--- src/rtl/sac_pkg.sv ---
package sac_pkg;
    typedef enum logic [1:0] {
        AREA_NONE = 2'd0,
        AREA_3    = 2'd1,
        AREA_4    = 2'd2
    } area_e;

    typedef enum logic [1:0] {
        ST_IDLE = 2'd0,
        ST_PROG = 2'd1,
        ST_EXT  = 2'd2
    } state_e;

    localparam logic [1:0] SZ_BYTE = 2'b00;
    localparam logic [1:0] SZ_WORD = 2'b01;
    localparam logic [1:0] BW_BYTE = 2'b01;
    localparam logic [1:0] BW_WORD = 2'b10;
endpackage

--- src/rtl/sac_area_decode.sv ---
module sac_area_decode
    import sac_pkg::*;
#(
    parameter int AREA_W = 3,
    parameter logic [AREA_W-1:0] SEL_A3 = 3'b011,
    parameter logic [AREA_W-1:0] SEL_A4 = 3'b100
) (
    input  logic [AREA_W-1:0] area_field,
    output area_e             area
);
    always_comb begin
        if (area_field == SEL_A3)      area = AREA_3;
        else if (area_field == SEL_A4) area = AREA_4;
        else                           area = AREA_NONE;
    end
endmodule

--- src/rtl/sac_wait_map.sv ---
module sac_wait_map #(
    parameter int FIELD_W    = 3,
    parameter int CNT_W      = 4,
    parameter int LINEAR_MAX = 4
) (
    input  logic [FIELD_W-1:0] field,
    output logic [CNT_W-1:0]   waits
);
    localparam logic [FIELD_W-1:0] LIN_F = FIELD_W'(LINEAR_MAX);
    localparam logic [CNT_W-1:0]   LIN_C = CNT_W'(LINEAR_MAX);

    // Linear up to LINEAR_MAX, then two cycles per step.
    always_comb begin
        if (field <= LIN_F) waits = CNT_W'(field);
        else                waits = CNT_W'({field, 1'b0}) - LIN_C;
    end
endmodule

--- src/rtl/sac_lane_gen.sv ---
module sac_lane_gen
    import sac_pkg::*;
#(
    parameter int LANES = 4
) (
    input  logic [1:0]       width_code,
    input  logic [1:0]       size,
    input  logic [1:0]       addr_lo,
    output logic [LANES-1:0] lane_mask,
    output logic [1:0]       shift_bytes,
    output logic             too_wide
);
    logic [3:0] bus_b, acc_b, off, first, tail;

    always_comb begin
        unique case (width_code)
            BW_BYTE: bus_b = 4'd1;
            BW_WORD: bus_b = 4'd2;
            default: bus_b = 4'd4;
        endcase
        unique case (size)
            SZ_BYTE: acc_b = 4'd1;
            SZ_WORD: acc_b = 4'd2;
            default: acc_b = 4'd4;
        endcase
        too_wide = acc_b > bus_b;
        off      = {2'b00, addr_lo} & (bus_b - 4'd1) & ~(acc_b - 4'd1);
        first    = 4'd4 - bus_b + off;
        tail     = 4'd4 - first - acc_b;
        for (int k = 0; k < LANES; k++) begin
            lane_mask[k] = !too_wide && (4'(k) >= first) && (4'(k) < first + acc_b);
        end
        shift_bytes = too_wide ? 2'd0 : tail[1:0];
    end
endmodule

--- src/rtl/sram_area_ctrl.sv ---
module sram_area_ctrl
    import sac_pkg::*;
#(
    parameter int MEM_ADDR_W = 26,
    parameter int AREA_W     = 3,
    parameter int A3_WAIT_W  = 2,
    parameter int A4_WAIT_W  = 3,
    parameter int A3_LIN_MAX = 3,
    parameter int A4_LIN_MAX = 4,
    parameter int CNT_W      = 4
) (
    input  logic                  clk,
    input  logic                  rst_n,
    input  logic                  req_valid,
    output logic                  req_ready,
    input  logic [31:0]           req_addr,
    input  logic                  req_write,
    input  logic [1:0]            req_size,
    input  logic [31:0]           req_wdata,
    input  logic [1:0]            cfg_a3_width,
    input  logic [A3_WAIT_W-1:0]  cfg_a3_wait,
    input  logic [1:0]            cfg_a4_width,
    input  logic [A4_WAIT_W-1:0]  cfg_a4_wait,
    output logic                  rsp_done,
    output logic                  rsp_err,
    output logic [31:0]           rsp_rdata,
    output logic                  mem_cs3_n,
    output logic                  mem_cs4_n,
    output logic                  mem_rd_n,
    output logic [3:0]            mem_we_n,
    output logic [MEM_ADDR_W-1:0] mem_addr,
    output logic [31:0]           mem_dout,
    input  logic [31:0]           mem_din,
    input  logic                  mem_wait_n
);
    localparam int LANES    = 4;
    localparam int AREA_LSB = MEM_ADDR_W;
    localparam int AREA_MSB = AREA_LSB + AREA_W - 1;

    // Bits above the area field are deliberately left out of decoding.
    logic unused_shadow_bits;
    assign unused_shadow_bits = ^req_addr[31:AREA_MSB+1];

    area_e            req_area;
    logic [CNT_W-1:0] a3_waits, a4_waits, req_waits;
    logic [1:0]       req_width;
    logic [LANES-1:0] req_mask;
    logic [1:0]       req_shift;
    logic             req_too_wide, req_bad;
    logic [31:0]      req_keep;

    sac_area_decode #(.AREA_W(AREA_W)) u_decode (
        .area_field (req_addr[AREA_MSB:AREA_LSB]),
        .area       (req_area)
    );

    sac_wait_map #(.FIELD_W(A3_WAIT_W), .CNT_W(CNT_W), .LINEAR_MAX(A3_LIN_MAX)) u_wait3 (
        .field (cfg_a3_wait),
        .waits (a3_waits)
    );

    sac_wait_map #(.FIELD_W(A4_WAIT_W), .CNT_W(CNT_W), .LINEAR_MAX(A4_LIN_MAX)) u_wait4 (
        .field (cfg_a4_wait),
        .waits (a4_waits)
    );

    assign req_width = (req_area == AREA_4) ? cfg_a4_width : cfg_a3_width;
    assign req_waits = (req_area == AREA_4) ? a4_waits : a3_waits;

    sac_lane_gen #(.LANES(LANES)) u_lanes (
        .width_code  (req_width),
        .size        (req_size),
        .addr_lo     (req_addr[1:0]),
        .lane_mask   (req_mask),
        .shift_bytes (req_shift),
        .too_wide    (req_too_wide)
    );

    always_comb begin
        unique case (req_size)
            SZ_BYTE: req_keep = 32'h0000_00FF;
            SZ_WORD: req_keep = 32'h0000_FFFF;
            default: req_keep = 32'hFFFF_FFFF;
        endcase
    end

    assign req_bad = (req_area == AREA_NONE) || req_too_wide;

    // Latched access
    state_e                state;
    logic [CNT_W-1:0]      cnt;
    area_e                 cur_area;
    logic                  cur_write;
    logic [LANES-1:0]      cur_mask;
    logic [1:0]            cur_shift;
    logic [31:0]           cur_keep;
    logic [MEM_ADDR_W-1:0] cur_addr;
    logic [31:0]           cur_wdata;
    logic [31:0]           rd_aligned;

    assign rd_aligned = (mem_din >> {cur_shift, 3'b000}) & cur_keep;

    // State register and latched request
    always_ff @(posedge clk or negedge rst_n) begin
        if (!rst_n) begin
            state     <= ST_IDLE;
            cnt       <= '0;
            cur_area  <= AREA_NONE;
            cur_write <= 1'b0;
            cur_mask  <= '0;
            cur_shift <= '0;
            cur_keep  <= '0;
            cur_addr  <= '0;
            cur_wdata <= '0;
            rsp_done  <= 1'b0;
            rsp_err   <= 1'b0;
            rsp_rdata <= '0;
        end else begin
            rsp_done <= 1'b0;
            rsp_err  <= 1'b0;
            unique case (state)
                ST_IDLE: begin
                    if (req_valid) begin
                        if (req_bad) begin
                            rsp_done  <= 1'b1;
                            rsp_err   <= 1'b1;
                            rsp_rdata <= '0;
                        end else begin
                            cur_area  <= req_area;
                            cur_write <= req_write;
                            cur_mask  <= req_mask;
                            cur_shift <= req_shift;
                            cur_keep  <= req_keep;
                            cur_addr  <= req_addr[MEM_ADDR_W-1:0];
                            cur_wdata <= (req_wdata & req_keep) << {req_shift, 3'b000};
                            cnt       <= req_waits;
                            state     <= (req_waits == '0) ? ST_EXT : ST_PROG;
                        end
                    end
                end
                ST_PROG: begin
                    cnt <= cnt - 1'b1;
                    if (cnt == CNT_W'(1)) state <= ST_EXT;
                end
                ST_EXT: begin
                    if (mem_wait_n) begin
                        state     <= ST_IDLE;
                        rsp_done  <= 1'b1;
                        rsp_rdata <= cur_write ? 32'h0 : rd_aligned;
                    end
                end
                default: state <= ST_IDLE;
            endcase
        end
    end

    // Bus outputs
    logic active;
    always_comb begin
        active    = (state != ST_IDLE);
        req_ready = (state == ST_IDLE);
        mem_cs3_n = !(active && cur_area == AREA_3);
        mem_cs4_n = !(active && cur_area == AREA_4);
        mem_rd_n  = !(active && !cur_write);
        mem_we_n  = (active && cur_write) ? ~cur_mask : 4'hF;
        mem_addr  = cur_addr;
        mem_dout  = cur_wdata;
    end

    // Assertions
    a_r7_rd_we_exclusive: assert property (@(posedge clk) disable iff (!rst_n)
        !mem_rd_n |-> (mem_we_n == 4'hF));

    a_r1_single_select: assert property (@(posedge clk) disable iff (!rst_n)
        !(!mem_cs3_n && !mem_cs4_n));

    a_r10_we_needs_select: assert property (@(posedge clk) disable iff (!rst_n)
        (mem_we_n != 4'hF) |-> (!mem_cs3_n || !mem_cs4_n));

    a_r3_err_with_done: assert property (@(posedge clk) disable iff (!rst_n)
        rsp_err |-> (rsp_done && mem_cs3_n && mem_cs4_n));

    a_r11_done_after_release: assert property (@(posedge clk) disable iff (!rst_n)
        (rsp_done && !rsp_err) |-> ($past(state == ST_EXT && mem_wait_n) && req_ready));

    a_r4_prog_count_live: assert property (@(posedge clk) disable iff (!rst_n)
        (state == ST_PROG) |-> (cnt != '0));

    a_r6_addr_held: assert property (@(posedge clk) disable iff (!rst_n)
        (active && $past(state != ST_IDLE)) |-> $stable(mem_addr));
endmodule

--- config.mk ---
export PLATFORM = sky130hd
export DESIGN_NAME = sram_area_ctrl
export DESIGN_NICKNAME = d
export VERILOG_FILES = /design/src/rtl/sac_pkg.sv /design/src/rtl/sac_area_decode.sv /design/src/rtl/sac_wait_map.sv /design/src/rtl/sac_lane_gen.sv /design/src/rtl/sram_area_ctrl.sv
export SDC_FILE = /design/constraint.sdc
export NUM_CORES = 1
export LEC_CHECK = 0
export BUFFER_PORTS_ARGS = -buffer_cell sky130_fd_sc_hd__buf_2
export CORE_ASPECT_RATIO = 0.7
export CORE_MARGIN = 10
export CORE_UTILIZATION = 45
export CTS_BUF_LIST = sky130_fd_sc_hd__clkbuf_8 sky130_fd_sc_hd__clkbuf_16
export CTS_CLUSTER_SIZE = 25
export DETAILED_ROUTE_END_ITERATION = 8
export GPL_ROUTABILITY_DRIVEN = 0
export PLACE_DENSITY = 0.84
export SLEW_MARGIN = 25
export SYNTH_ARGS = -nofsm -noshare
export SYNTH_HDL_FRONTEND = slang
export SYNTH_SLANG_ARGS = --single-unit
export TNS_END_PERCENT = 30
--- constraint.sdc ---
create_clock -name clk -period 2.5 [get_ports clk]
set_input_delay 0 -clock clk [delete_from_list [all_inputs] [get_ports clk]]
set_output_delay 0 -clock clk [all_outputs]
set_load 0.02 [all_outputs]
; Word level (Yosys, flattened, before mapping)
; Index checks and enable logic that the tools add are counted.
[classes]
addsub = 10
n_lt_le_gt_ge = 11
n_eq_ne = 16
n_shift = 2
n_mux = 30
bitwise_logic = 7
n_reduce_logical = 29
[op_table]
columns = cell, count
row1 = $mux 32, 4
row2 = $pmux 32 s2, 2
row3 = $and 32x32->32, 2
row4 = $shl 32x5->32, 1
row5 = $shr 32x5->32, 1
row6 = $mux 4, 6
row7 = $mux 2, 9
row8 = $logic_and 1x1->1, 12
row9 = $pmux 3 s2, 2
row10 = $eq 2x1->1 const B, 4
row11 = $eq 2x2->1 const B, 4
row12 = $ge 1x4->1 const A, 2
row13 = $ge 2x4->1 const A, 2
row14 = $lt 1x4->1 const A, 2
row15 = $lt 2x4->1 const A, 2
row16 = $ne 2x2->1 const B, 4
row17 = $not 4->4, 2
row18 = $pmux 4 s2, 1
row19 = $reduce_and 4->1, 2
row20 = $sub 3x1->4 const B, 2
row21 = $logic_not 2->1, 3
row22 = $pmux 2 s3, 1
row23 = $reduce_and 3->1, 2
row24 = $reduce_bool 2->1, 3
row25 = 23 further kinds, 30
[word_totals]
ff_bits = 139
input_bits = 112
out_inout_bits = 100
elab_cells = 117

; Logic depth before layout (Yosys ltp)
[depth]
word_depth = 15
mapped_depth = 16

; Modules after synthesis
; A second synthesis with hierarchy kept.
[hier_totals]
cells_unflattened = 681
hier_area_um2 = 5954.5
[modules_own_cells]
columns = module, n_inst, cells_per_inst, area_each_um2
row1 = sram_area_ctrl, 1, 612, 5405.2
row2 = sac_lane_gen, 1, 58, 459.2
row3 = sac_wait_map (u_wait4), 1, 4, 35.0
row4 = sac_wait_map (u_wait3), 1, 5, 33.8
row5 = sac_area_decode, 1, 2, 21.3

; Worst setup path after synthesis
; Ideal clock, no wire load.
[synth_path]
path_kind = input to register
start = in req_addr[26]
end = reg cur_wdata[22] (netlist: mem_dout[22])
arrival_time_ns = 3.552
slack_ns = -1.185
path_stages = 14
path_buffers = 3
path_cell_list = or3b_1 > buf_2 > mux2_2 > ha_1 > clkbuf_1 > nand2_1 > nor2_1 > fa_1 > ha_1 > xnor2_1 > o22ai_1 > clkbuf_1 > a32oi_1 > o21ai_0
[synth_via]
elab_chain_cells = 15
elab_cells_between_ends = 23
[synth_lines]
columns = element, line_no
row1 = start: declaration, sram_area_ctrl.sv:16  ; input logic [31:0] req_addr,
row2 = $eq 3x3->1, sac_area_decode.sv:13  ; else if (area_field == SEL_A4) area = AREA_4;
row3 = $mux 2, sac_area_decode.sv:13
row4 = $mux 2 (*), sac_area_decode.sv:12  ; if (area_field == SEL_A3) area = AREA_3;
row5 = $eq 2x2->1, sram_area_ctrl.sv:67  ; assign req_width = (req_area == AREA_4) ? cfg_a4_width : cfg_a3_width;
row6 = $mux 2, sram_area_ctrl.sv:67
row7 = $eq 2x2->1 or $eq 2x1->1 (tied branches), sac_lane_gen.sv:16  ; unique case (width_code)
row8 = $pmux 3 s2, sac_lane_gen.sv:16
row9 = $sub 3x1->4, sac_lane_gen.sv:27  ; off = {2'b00, addr_lo} & (bus_b - 4'd1) & ~(acc_b - 4'd1);
row10 = $and 2x4->4, sac_lane_gen.sv:27
row11 = $and 4x4->4, sac_lane_gen.sv:27
row12 = $add 4x4->4, sac_lane_gen.sv:28  ; first = 4'd4 - bus_b + off;
row13 = $sub 1x2->2, sac_lane_gen.sv:29  ; tail = 4'd4 - first - acc_b;
row14 = $sub 2x2->2, sac_lane_gen.sv:29
row15 = $mux 2, sac_lane_gen.sv:33  ; shift_bytes = too_wide ? 2'd0 : tail[1:0];
row16 = $shl 32x5->32, sram_area_ctrl.sv:135  ; cur_wdata <= (req_wdata & req_keep) << {req_shift, 3'b000};
row17 = end signal: assignment, sram_area_ctrl.sv:135
row18 = end: declaration, sram_area_ctrl.sv:98  ; logic [31:0] cur_wdata;
; Every way passes the cells marked *; elsewhere a longest branch is shown, timed or not.
; A chain may end at the register's enable or synchronous reset.

; Final worst setup path
[layout_path]
start = in req_addr[27]
end = reg cur_wdata[18] (netlist: mem_dout[18])
; The elaborated chain is that of the path after synthesis.

==> results.cfg <==
[run_status]
status = finished, violations left
violations = setup timing

[placement]
port_buffers = 208
dpl_cell_area_mm2 = 0.007696
dp_hpwl_um = 15130
dp_slack_ns = -0.9507
dp.cells = 1053

[final_layout]
finalInstanceArea_mm2 = 0.008975
nNetsFinal = 1093
instances_no_fill = 1137
synthToLayoutAreaGrowth_pct = 50.88
final_layout_size_suffix_gt1_share_pct = 37.94
nFillCells = 966
utilization_pct = 68.77

[logic_synthesis]
synth.largest_area_cell = dfrtp_1
synth.ff_latch_count = 110
syn_inst = 657
synthTopCellsByArea = dfrtp_1, nand2_1, mux2i_1
syn_area_mm2 = 0.005948
yosysWarnings = 0
synth_top_area_share_pct = 46.28
synth-seq-area-share_pct = 46.28
ys_dominant_reg_cell = dfrtp_1
yosysUniqueCellTypes = 54
synth_edf_count = 0
syn_avg_cell_area_um2 = 9.054
yosys-top-cells-count = nand2_1, dfrtp_1, nor2_1, inv_1, o21ai_0
async_reset_ff_share_pct = 100.0
yosysMostFrequentCell = nand2_1
synth_nets = 785

[timing]
tns_ns = -17.76
setup_viol = 70
finalClockSkew_ns = 0.01117
finalCriticalPeriod_ns = 3.016
slew_headroom_pct = 52.47
tightest_slew_ns = 0.7129
fmax_ghz = 0.3316
timing.final.crit_share_pct = 120.6
slew_viol_final = 0
holdWs_ns = 0.01082
fin_ws_ns = -0.5159
finalHoldViolations = 0
rsz0062_at_grt = yes

[detailed_routing]
antenna_left = 0
drc = 0
dr.pass1.iters = 5
vias_per_cell = 5.404
dr.first_iter.drc_count = 548
routed_wl_um = 21760
wire_per_inst_um = 19.14
vias = 6144

[global_routing]
grt-ovfl-total = 0
antenna_found_initial = 1
grt_pass1_vias = 6311
grt_util_all_layers_pct = 23.09
grt_max_degree = 54
grt_pass1_wl_um = 33800

[setup_path]
worstSetupEndpointType = flop
r2r-start = state[0]$_DFFE_PN0P_
max_stage_delay_ns = 0.47
cp_slowest_cell = fa_2
crit_chain = buf_6, or3b_4, mux2_4, ha_4, nand3b_1, ha_2, inv_2, fa_2, buf_6, ha_4, xor2_4, buf_6, buf_12, nand2_8, o22ai_2, a32oi_1, o21ai_1
crit_required_ns = 2.77
crit_path_frequent_cell = buf_6
startpoint_type = input port
cp_max_fo = 8
worst-path-buf-inv = 5
cp-startpoint = req_addr[27]
worstPathArrival_ns = 3.29
crit_family = adder cells
path_class = input port to flop

[clock_tree]
max-clock-path-buffers = 2
cts_root_buf = clkbuf_16
path_clk_slew_ns = 0.08
cts.sinks = 110
cts_made_buffers = 9
cts_tree = yes
worstSkewPairLatency_ns = 0.35
h-tree-depth = 3

[min_path]
hold_path.class = input port to flop
hold_start = req_wdata[21]

[die]
io_pins = 212
row_count = 35
die_x_um = 157.4
fp.coreArea_mm2 = 0.01305
die-area_mm2 = 0.01829
start_util_pct = 45.58
die_h_um = 116.2

[power]
ir_worst_vdd_uv = 567.4
total_power_mw = 8.884
p_per_area_mw_per_mm2 = 989.9
p_leak_nw = 4.546

[run]
max_cap_viol_count = 0
==> worst paths after layout <==
path / endpoint / slack, ns / cells after the start
max reg2reg: cur_mask[0]$_DFFE_PN0P_ / 0.48 / 6
min in group asynchronous: rsp_rdata[7]$_DFFE_PN0P_ / 0.23 / 2
min reg2reg: cur_keep[7]$_DFFE_PN0P_ / 0.47 / 1
min: mem_dout[21]$_DFFE_PN0P_ / 0.01 / 3
max: mem_dout[18]$_DFFE_PN0P_ / -0.52 / 17
max in group asynchronous: cnt[0]$_DFFE_PN0P_ / 1.50 / 3
==> sequential cells by signal, indices dropped and copies added (netlist names), 3 cells and up <==
register and count:
cur_mask 4, cnt 4, rsp_rdata 32, mem_addr 26
cur_keep 3, mem_dout 32
==> cell families (layout without fill, tap and decap cells) <==
group / Yosys count / in the layout / synth area share [%]
AO/OA/AOI/OAI: 140 / 141 / 15.76
XOR/XNOR: 4 / 4 / 0.5891
adder cells (fa/ha/maj): 16 / 16 / 3.618
buffers and inverters: 68 / 380 / 5.153
flip-flops: 110 / 110 / 46.28
multiplexers: 52 / 52 / 9.318
other: 0 / 1 / 0
AND/OR/NAND/NOR: 267 / 267 / 19.29
==> metal layers <==
metal  vias to the layer above  track usage (%)  part of all wire [%]
met2                       348            35.98                    44
li1                       2874                -                     -
met3                        27            8.462                    12
met1                      2895            30.21                    43
met5                         -                0                     0
met4                         0            5.031                   1.2
==> worst min-delay path: stages <==
cell     delay (ns)
buf_2          0.12
a32oi_1        0.10
o21ai_1        0.10
==> power breakdown <==
part	switching, mW	leakage [nW]	internal (mW)
clock	0.707	0.145	0.722
combinational	2.75	2.97	1.80
sequential	0.441	1.43	2.47
total	3.89	4.55	4.99
==> layout make-up <==
cell class,count,area [µm²],area share [%]
Inverter,30,112.6,1.255
Clock inverter,6,51.30,0.5716
Multi-Input combinational cell,480,3293,36.69
Tap cell,166,207.7,2.314
Sequential cell,110,2753,30.67
Clock buffer,10,239.0,2.663
Antenna cell,1,2.502,0.02788
Timing Repair Buffer,334,2316,25.81
==> placed cells by master, fill, tap and decap left out, types with 3 or more instances in the layout <==
cell type,n
dlygate4sd3_1,57
a21oi_4,4
nand2_1,160
dfrtp_1,110
o22ai_2,9
ha_4,3
buf_4,50
o21a_1,8
nor2b_1,11
a32oi_1,8
a21oi_1,22
mux2_4,5
nand3_1,12
mux2_2,5
o21ai_0,9
nand2b_1,7
ha_1,10
nand2_2,3
inv_1,26
a211oi_1,17
inv_2,4
buf_6,11
buf_12,11
buf_2,205
o21ai_2,6
clkbuf_16,9
nor3_1,8
nor2_1,42
mux2i_1,25
mux2_1,17
o21ai_1,23
a221oi_2,6
o211ai_1,3
nand3b_1,4
o22ai_1,3
==> repair_timing <==
action	CTS	global route
setup buffers	6	4
endpoints found under the setup margin	107	107
endpoints found under the hold margin	103	0
gates cloned	1	0
hold buffers	57	0
resized for setup	45	30
pin swaps	26	30
(Power assumes the default switching activity.)
